--- config.mk ---
export PLATFORM = sky130hd
export DESIGN_NAME = legacy_mem_decoder
export DESIGN_NICKNAME = d
export VERILOG_FILES = /design/src/rtl/lmd_pkg.sv /design/src/rtl/lmd_cfg_regs.sv /design/src/rtl/lmd_sync_fsm.sv /design/src/rtl/lmd_addr_decode.sv /design/src/rtl/legacy_mem_decoder.sv
export SDC_FILE = /design/constraint.sdc
export NUM_CORES = 1
export LEC_CHECK = 0
export BUFFER_PORTS_ARGS = -buffer_cell sky130_fd_sc_hd__buf_4
export CAP_MARGIN = 20
export CELL_PAD_IN_SITES_DETAIL_PLACEMENT = 1
export CELL_PAD_IN_SITES_GLOBAL_PLACEMENT = 1
export CORE_ASPECT_RATIO = 2
export CORE_UTILIZATION = 42
export CTS_CLUSTER_DIAMETER = 60
export DETAILED_ROUTE_END_ITERATION = 8
export PLACE_DENSITY = 0.8
export SLEW_MARGIN = 20
export SYNTH_ARGS = -nofsm -noshare
export SYNTH_HDL_FRONTEND = slang
export SYNTH_HIERARCHICAL = 1
export SYNTH_SLANG_ARGS = --single-unit
--- constraint.sdc ---
create_clock -name clk -period 1.6 [get_ports clk]
set_input_delay 0 -clock clk [delete_from_list [all_inputs] [get_ports clk]]
set_output_delay 0 -clock clk [all_outputs]
set_load 0.01 [all_outputs]
--- src/rtl/lmd_pkg.sv ---
package lmd_pkg;
    localparam logic [7:0] OFS_TOM   = 8'h57;
    localparam logic [7:0] OFS_PAM   = 8'h59;
    localparam logic [7:0] OFS_SMC   = 8'h72;
    localparam int         PAM_BYTES = 7;
    localparam int         N_REGION  = 13;
    localparam logic [7:0] SMC_RESET = 8'h02;
    localparam int SMC_OPEN_BIT = 6;
    localparam int SMC_EN_BIT   = 3;
    localparam int ATTR_RD_BIT  = 0;
    localparam int ATTR_WR_BIT  = 1;
    localparam int BIOS_BASE = 'hF0000;
    localparam int BIOS_SIZE = 'h10000;
    localparam int SEG_BASE  = 'hC0000;
    localparam int SEG_SIZE  = 'h4000;
    localparam int WIN_BASE  = 'hA0000;
    localparam int WIN_END   = 'hC0000;
    localparam int LOW_END   = 'h100000;
    localparam int TOM_SHIFT = 23;

    typedef enum logic {SYNC_LIVE, SYNC_RELOAD} sync_state_e;

    typedef struct packed {
        logic [PAM_BYTES*8-1:0] pam;
        logic [7:0]             smc;
    } map_cfg_t;
endpackage

--- src/rtl/lmd_cfg_regs.sv ---
module lmd_cfg_regs
    import lmd_pkg::*;
#(
    parameter int SIZE_W = 16
) (
    input  logic              clk,
    input  logic              rst_n,
    input  logic              cfg_we,
    input  logic [7:0]        cfg_addr,
    input  logic [7:0]        cfg_wdata,
    input  logic [SIZE_W-1:0] ram_mb,
    output logic [7:0]        cfg_rdata,
    output map_cfg_t          live_cfg,
    output logic              map_write,
    output logic [7:0]        tom_units
);
    logic [7:0]        pam_q [PAM_BYTES];
    logic [7:0]        smc_q;
    logic [SIZE_W-1:0] units_full;

    always_ff @(posedge clk) begin
        if (!rst_n) begin
            for (int b = 0; b < PAM_BYTES; b++) pam_q[b] <= 8'h00;
            smc_q <= SMC_RESET;
        end else if (cfg_we) begin
            for (int b = 0; b < PAM_BYTES; b++)
                if (cfg_addr == OFS_PAM + 8'(b)) pam_q[b] <= cfg_wdata;
            if (cfg_addr == OFS_SMC) smc_q <= cfg_wdata;
        end
    end

    always_comb begin
        units_full = ram_mb >> 3;
        tom_units  = (units_full > SIZE_W'(255)) ? 8'hFF : units_full[7:0];
    end

    always_comb begin
        map_write = cfg_we &&
                    (((cfg_addr >= OFS_PAM) && (cfg_addr < OFS_PAM + 8'(PAM_BYTES))) ||
                     (cfg_addr == OFS_SMC));
    end

    always_comb begin
        cfg_rdata = 8'h00;
        if (cfg_addr == OFS_TOM) cfg_rdata = tom_units;
        if (cfg_addr == OFS_SMC) cfg_rdata = smc_q;
        for (int b = 0; b < PAM_BYTES; b++)
            if (cfg_addr == OFS_PAM + 8'(b)) cfg_rdata = pam_q[b];
    end

    always_comb begin
        live_cfg.smc = smc_q;
        for (int b = 0; b < PAM_BYTES; b++) live_cfg.pam[b*8 +: 8] = pam_q[b];
    end
endmodule

--- src/rtl/lmd_sync_fsm.sv ---
module lmd_sync_fsm
    import lmd_pkg::*;
(
    input  logic        clk,
    input  logic        rst_n,
    input  logic        map_write,
    input  map_cfg_t    live_cfg,
    output map_cfg_t    act_cfg,
    output sync_state_e state_q
);
    sync_state_e state_d;
    logic        load_act;

    always_ff @(posedge clk) begin
        if (!rst_n) state_q <= SYNC_LIVE;
        else        state_q <= state_d;
    end

    always_comb begin
        state_d  = state_q;
        load_act = 1'b0;
        unique case (state_q)
            SYNC_LIVE: begin
                if (map_write) state_d = SYNC_RELOAD;
            end
            SYNC_RELOAD: begin
                load_act = 1'b1;
                state_d  = map_write ? SYNC_RELOAD : SYNC_LIVE;
            end
            default: state_d = SYNC_LIVE;
        endcase
    end

    always_ff @(posedge clk) begin
        if (!rst_n) begin
            act_cfg.pam <= '0;
            act_cfg.smc <= SMC_RESET;
        end else if (load_act) begin
            act_cfg <= live_cfg;
        end
    end
endmodule

--- src/rtl/lmd_addr_decode.sv ---
module lmd_addr_decode
    import lmd_pkg::*;
#(
    parameter int ADDR_W = 32
) (
    input  logic [ADDR_W-1:0] addr,
    input  logic              is_write,
    input  logic              is_smm,
    input  map_cfg_t          cfg,
    input  logic [7:0]        tom_units,
    output logic              to_dram
);
    logic [N_REGION-1:0] hit;
    logic [N_REGION-1:0] ok;
    logic                in_win;
    logic [ADDR_W:0]     tom_addr;

    for (genvar r = 0; r < N_REGION; r++) begin : g_region
        localparam logic [ADDR_W-1:0] BASE = (r == 0) ? ADDR_W'(BIOS_BASE)
                                           : ADDR_W'(SEG_BASE + (r - 1) * SEG_SIZE);
        localparam logic [ADDR_W-1:0] SIZE = (r == 0) ? ADDR_W'(BIOS_SIZE) : ADDR_W'(SEG_SIZE);
        localparam int BYTE_IX = (r + 1) / 2;
        localparam int NIB_LSB = BYTE_IX * 8 + (((r % 2) == 0) ? 4 : 0);
        logic [3:0] attr;
        assign attr   = cfg.pam[NIB_LSB +: 4];
        assign hit[r] = (addr >= BASE) && (addr < BASE + SIZE);
        assign ok[r]  = hit[r] & (is_write ? attr[ATTR_WR_BIT] : attr[ATTR_RD_BIT]);
    end

    always_comb begin
        in_win   = (addr >= ADDR_W'(WIN_BASE)) && (addr < ADDR_W'(WIN_END));
        tom_addr = (ADDR_W+1)'(tom_units) << TOM_SHIFT;
        if (in_win)
            to_dram = is_smm ? cfg.smc[SMC_EN_BIT] : cfg.smc[SMC_OPEN_BIT];
        else if (|hit)
            to_dram = |ok;
        else
            to_dram = ({1'b0, addr} < tom_addr);
    end
endmodule

--- src/rtl/legacy_mem_decoder.sv ---
module legacy_mem_decoder
    import lmd_pkg::*;
#(
    parameter int ADDR_W = 32,
    parameter int SIZE_W = 16
) (
    input  logic              clk,
    input  logic              rst_n,
    input  logic              cfg_we,
    input  logic [7:0]        cfg_addr,
    input  logic [7:0]        cfg_wdata,
    output logic [7:0]        cfg_rdata,
    input  logic [SIZE_W-1:0] ram_mb,
    input  logic              acc_valid,
    input  logic [ADDR_W-1:0] acc_addr,
    input  logic              acc_write,
    input  logic              acc_smm,
    output logic              resp_valid,
    output logic              resp_dram
);
    map_cfg_t    live_cfg;
    map_cfg_t    act_cfg;
    logic        map_write;
    logic [7:0]  tom_units;
    sync_state_e sync_state;
    logic        dec_dram;

    lmd_cfg_regs #(.SIZE_W(SIZE_W)) u_regs (
        .clk(clk), .rst_n(rst_n), .cfg_we(cfg_we), .cfg_addr(cfg_addr),
        .cfg_wdata(cfg_wdata), .ram_mb(ram_mb), .cfg_rdata(cfg_rdata),
        .live_cfg(live_cfg), .map_write(map_write), .tom_units(tom_units)
    );

    lmd_sync_fsm u_sync (
        .clk(clk), .rst_n(rst_n), .map_write(map_write),
        .live_cfg(live_cfg), .act_cfg(act_cfg), .state_q(sync_state)
    );

    lmd_addr_decode #(.ADDR_W(ADDR_W)) u_dec (
        .addr(acc_addr), .is_write(acc_write), .is_smm(acc_smm),
        .cfg(act_cfg), .tom_units(tom_units), .to_dram(dec_dram)
    );

    always_ff @(posedge clk) begin
        if (!rst_n) begin
            resp_valid <= 1'b0;
            resp_dram  <= 1'b0;
        end else begin
            resp_valid <= acc_valid;
            resp_dram  <= acc_valid & dec_dram;
        end
    end
endmodule

==> flow_results.org <==
** Min path
- The tightest min-delay check is of the primary input to register type.

** Route
- Before antenna repair, the detailed router went through 4 iterations.
- Via count :: 3,803
- Detail Route Antenna Nets :: 0
- Routed wire length :: 14.2 mm
- For this run, design rule violations remaining after detail routing come to 0.
- Using the TritonRoute via totals, the vias-per-cell ratio works out to 5.51.
- First-iteration detailed-routing DRC count :: 176
- Routed length per placed instance :: 20.6 um

** Setup path
- Capture instance of the worst register-to-register path :: resp_dram$_SDFF_PN0_
- Data arrival time of the worst path :: 1.80 ns
- The most critical setup path has its endpoint at cfg_rdata[4].
- For flop-to-flop paths, the worst setup slack is -0.01 ns.
- The critical path in this run is classified as register to output port.
- CP Launch Point :: u_regs/pam_q[4][4]$_SDFFCE_PN0P_
- Number of cells traversed by the worst register-to-register path :: 6
- Kind of start point of the critical path :: register
- Along the worst path, the maximum fanout reaches 2.
- Required time at the endpoint of the critical path :: 1.60 ns
- Reg2Reg Launch Point :: u_sync/act_cfg[61]$_SDFFE_PN0P_
- STA classifies the critical path endpoint as an output port.

** Floorplanning
- Die height :: 155 um
- Core footprint :: 11,400 um2
- In this run the count of I/O pins placed on the die edge is 80.
- Area of the die :: 12,200 um2
- The initialized floorplan defines 55 standard-cell rows.
- From left edge to right edge, the die measures 78.7 um.
- Once the floorplan was initialized, standard cells occupied 43.5% of the core.

** STA
- Period utilization :: 112%
- Clock period minus final worst setup slack :: 1.80 ns
- Worst slew margin relative to its limit :: 67.1%
- The final number of max-transition violations was 0.
- Unrepaired setup endpoints after global routing :: true
- Clock Skew :: 0.00806 ns
- Setup violations remaining at the end of the flow were counted as 9.
- Final hold violations :: 0
- After layout, the worst setup slack is -0.196 ns.
- Setup_tns :: -1.36 ns
- Highest Clock Rate :: 557 MHz
- Slew at the pin with the worst max-slew slack :: 0.492 ns

** CTS
- Counting every sink on the clock net gives 95.
- TritonCTS built the clock tree.
- At the later pin of the worst-skew pair, clock insertion delay measures 0.35 ns.
- After clock tree synthesis, the clock-pin slew on the worst setup and hold paths is 0.07 ns.
- In this run the number of H-tree levels came out at 3.
- Clock root buffer :: sky130_fd_sc_hd__clkbuf_16
- Clock buffer depth :: 2
- TritonCTS buffer count :: 9

** Global route
- Initial antenna violation count :: 0
- The first global-routing pass estimated 21.8 mm of wire.
- Vias in the first global route :: 4,192
- For this run the aggregate overflow at the end of global routing stands at 0.
- Entering global routing, the biggest net connects 30 pins.
- Total Routing Usage GR :: 24.6%

** Synthesis
- Syn Inst Count :: 453
- The number of nets handed over by synthesis was 530.
- During synthesis, Yosys emitted a total of 6 warnings.
- Dividing the synthesized area by the synthesized cell count gives 10.9 um2.
- Cell area after synthesis :: 4940 um2

** Pwr
- VDD IR-drop max :: 0.000750 V
- Total leakage power :: 2.37 nW
- Power density normalized to cell area :: 881 nW/um2

** Run status
- The run finished, with violations left.
- The checks that failed: setup timing.

** Placed design
- Port buffering added 62 buffers.
- The congestion estimate from routability-driven global placement came to 0.855.
- Half-perimeter wire length of the detailed placement result :: 10.5 mm
- Place WS :: -0.303 ns
- Counting tap cells, the placed design contains a total of 656 instances.

** Finish
- Compared with the post-synthesis result, the final layout area differs by 24.6%.
- The final layout contains 620 nets.
- Fraction of final layout cells sized beyond drive strength 1 :: 30.5%
- Count of inserted antenna diode cells :: 0
- After the flow finishes, the layout carries non-filler instances totaling 690.

** Run
- Max-cap violations in this run came to 0.
cell usage in the layout, fill, tap and decap left out, types with 5 or more instances in the layout:
cell / instances
sky130_fd_sc_hd__mux4_2: 10
sky130_fd_sc_hd__nand2b_4: 6
sky130_fd_sc_hd__nand3_1: 12
sky130_fd_sc_hd__nor2_2: 10
sky130_fd_sc_hd__o21ai_0: 10
sky130_fd_sc_hd__a32oi_1: 5
sky130_fd_sc_hd__nor2b_1: 29
sky130_fd_sc_hd__o31ai_2: 5
sky130_fd_sc_hd__and2_1: 5
sky130_fd_sc_hd__ha_1: 7
sky130_fd_sc_hd__dfxtp_1: 37
sky130_fd_sc_hd__buf_4: 101
sky130_fd_sc_hd__or3_1: 6
sky130_fd_sc_hd__nor2_1: 54
sky130_fd_sc_hd__mux2i_1: 37
sky130_fd_sc_hd__a21oi_1: 10
sky130_fd_sc_hd__inv_1: 18
sky130_fd_sc_hd__nand2_1: 35
sky130_fd_sc_hd__dlygate4sd3_1: 9
sky130_fd_sc_hd__nand2b_1: 9
sky130_fd_sc_hd__a21boi_0: 7
sky130_fd_sc_hd__edfxtp_1: 56
sky130_fd_sc_hd__clkbuf_16: 9
worst max-delay path, cell delays in order (launching register included):
cell and delay [ns]:
sky130_fd_sc_hd__edfxtp_1 0.42, sky130_fd_sc_hd__mux4_2 0.52, sky130_fd_sc_hd__nand2b_4 0.17, sky130_fd_sc_hd__o31ai_4 0.06
sky130_fd_sc_hd__a32oi_1 0.10, sky130_fd_sc_hd__buf_4 0.17
where the power goes:
group | leakage (nW) | total, mW | switching [mW] | internal [mW]
registers | 0.848 | 2.71 | 0.0440 | 2.67
logic | 1.38 | 0.581 | 0.297 | 0.283
clock network | 0.147 | 2.13 | 1.02 | 1.11
per-layer routing:
metal | global-route usage (%) | up-vias | share of wire (%) | wire (um)
li1 | - | 1801 | - | -
met1 | 23.9 | 1882 | 35 | 4970
met2 | 48.0 | 80 | 58 | 8320
met3 | 3.52 | 40 | 2.2 | 318
met4 | 12.6 | 0 | 4.4 | 631
met5 | 0 | - | 0 | 0
stage by stage:
step	cell area (um2)	hold WS (ns)	total power, mW	utilization [%]
after CTS	6090	0.00945	5.46	53.7
after global placement	5590	0.230	3.24	49.2
after floorplan	4950	0.122	3.00	-
after detailed placement	5590	0.232	3.27	49.2
final	6150	0.00902	5.42	54.2
after global routing	6150	0.0157	5.59	54.2
sequential cells by signal (all words and copies together), names as in the netlist:
register,count
u_regs/pam_q,56
u_sync/act_cfg,28
u_regs/smc_q,8
resp_dram,1
resp_valid,1
u_sync/state_q,1
repair_timing:
action | CTS | global route
buffers inserted | 7 | 2
hold buffers | 9 | 0
endpoints found under the hold margin | 10 | 0
gates resized for setup | 12 | 9
setup endpoints to repair | 9 | 9
pin swaps | 7 | 8
area by class of cell:
class	count	area, um2
clock buffer	9	225
clock inverter	7	73.8
fill	1243	5200
inverter	18	67.6
multi-input combinational	307	2260
sequential	95	2460
tap	142	178
timing repair buffer	112	888
how the worst min path moves through the flow:
stage / startpoint / end / cells past startpoint
after floorplan: acc_valid / resp_valid$_SDFF_PN0_ / 1
after global placement: acc_valid / resp_valid$_SDFF_PN0_ / 2
after CTS: rst_n / u_regs/smc_q[1]$_SDFFE_PN1P_ / 2
final: rst_n / u_regs/smc_q[1]$_SDFFE_PN1P_ / 2
after global routing: rst_n / u_regs/smc_q[1]$_SDFFE_PN1P_ / 2
after detailed placement: acc_valid / resp_valid$_SDFF_PN0_ / 2
(Power assumes the default switching activity.)
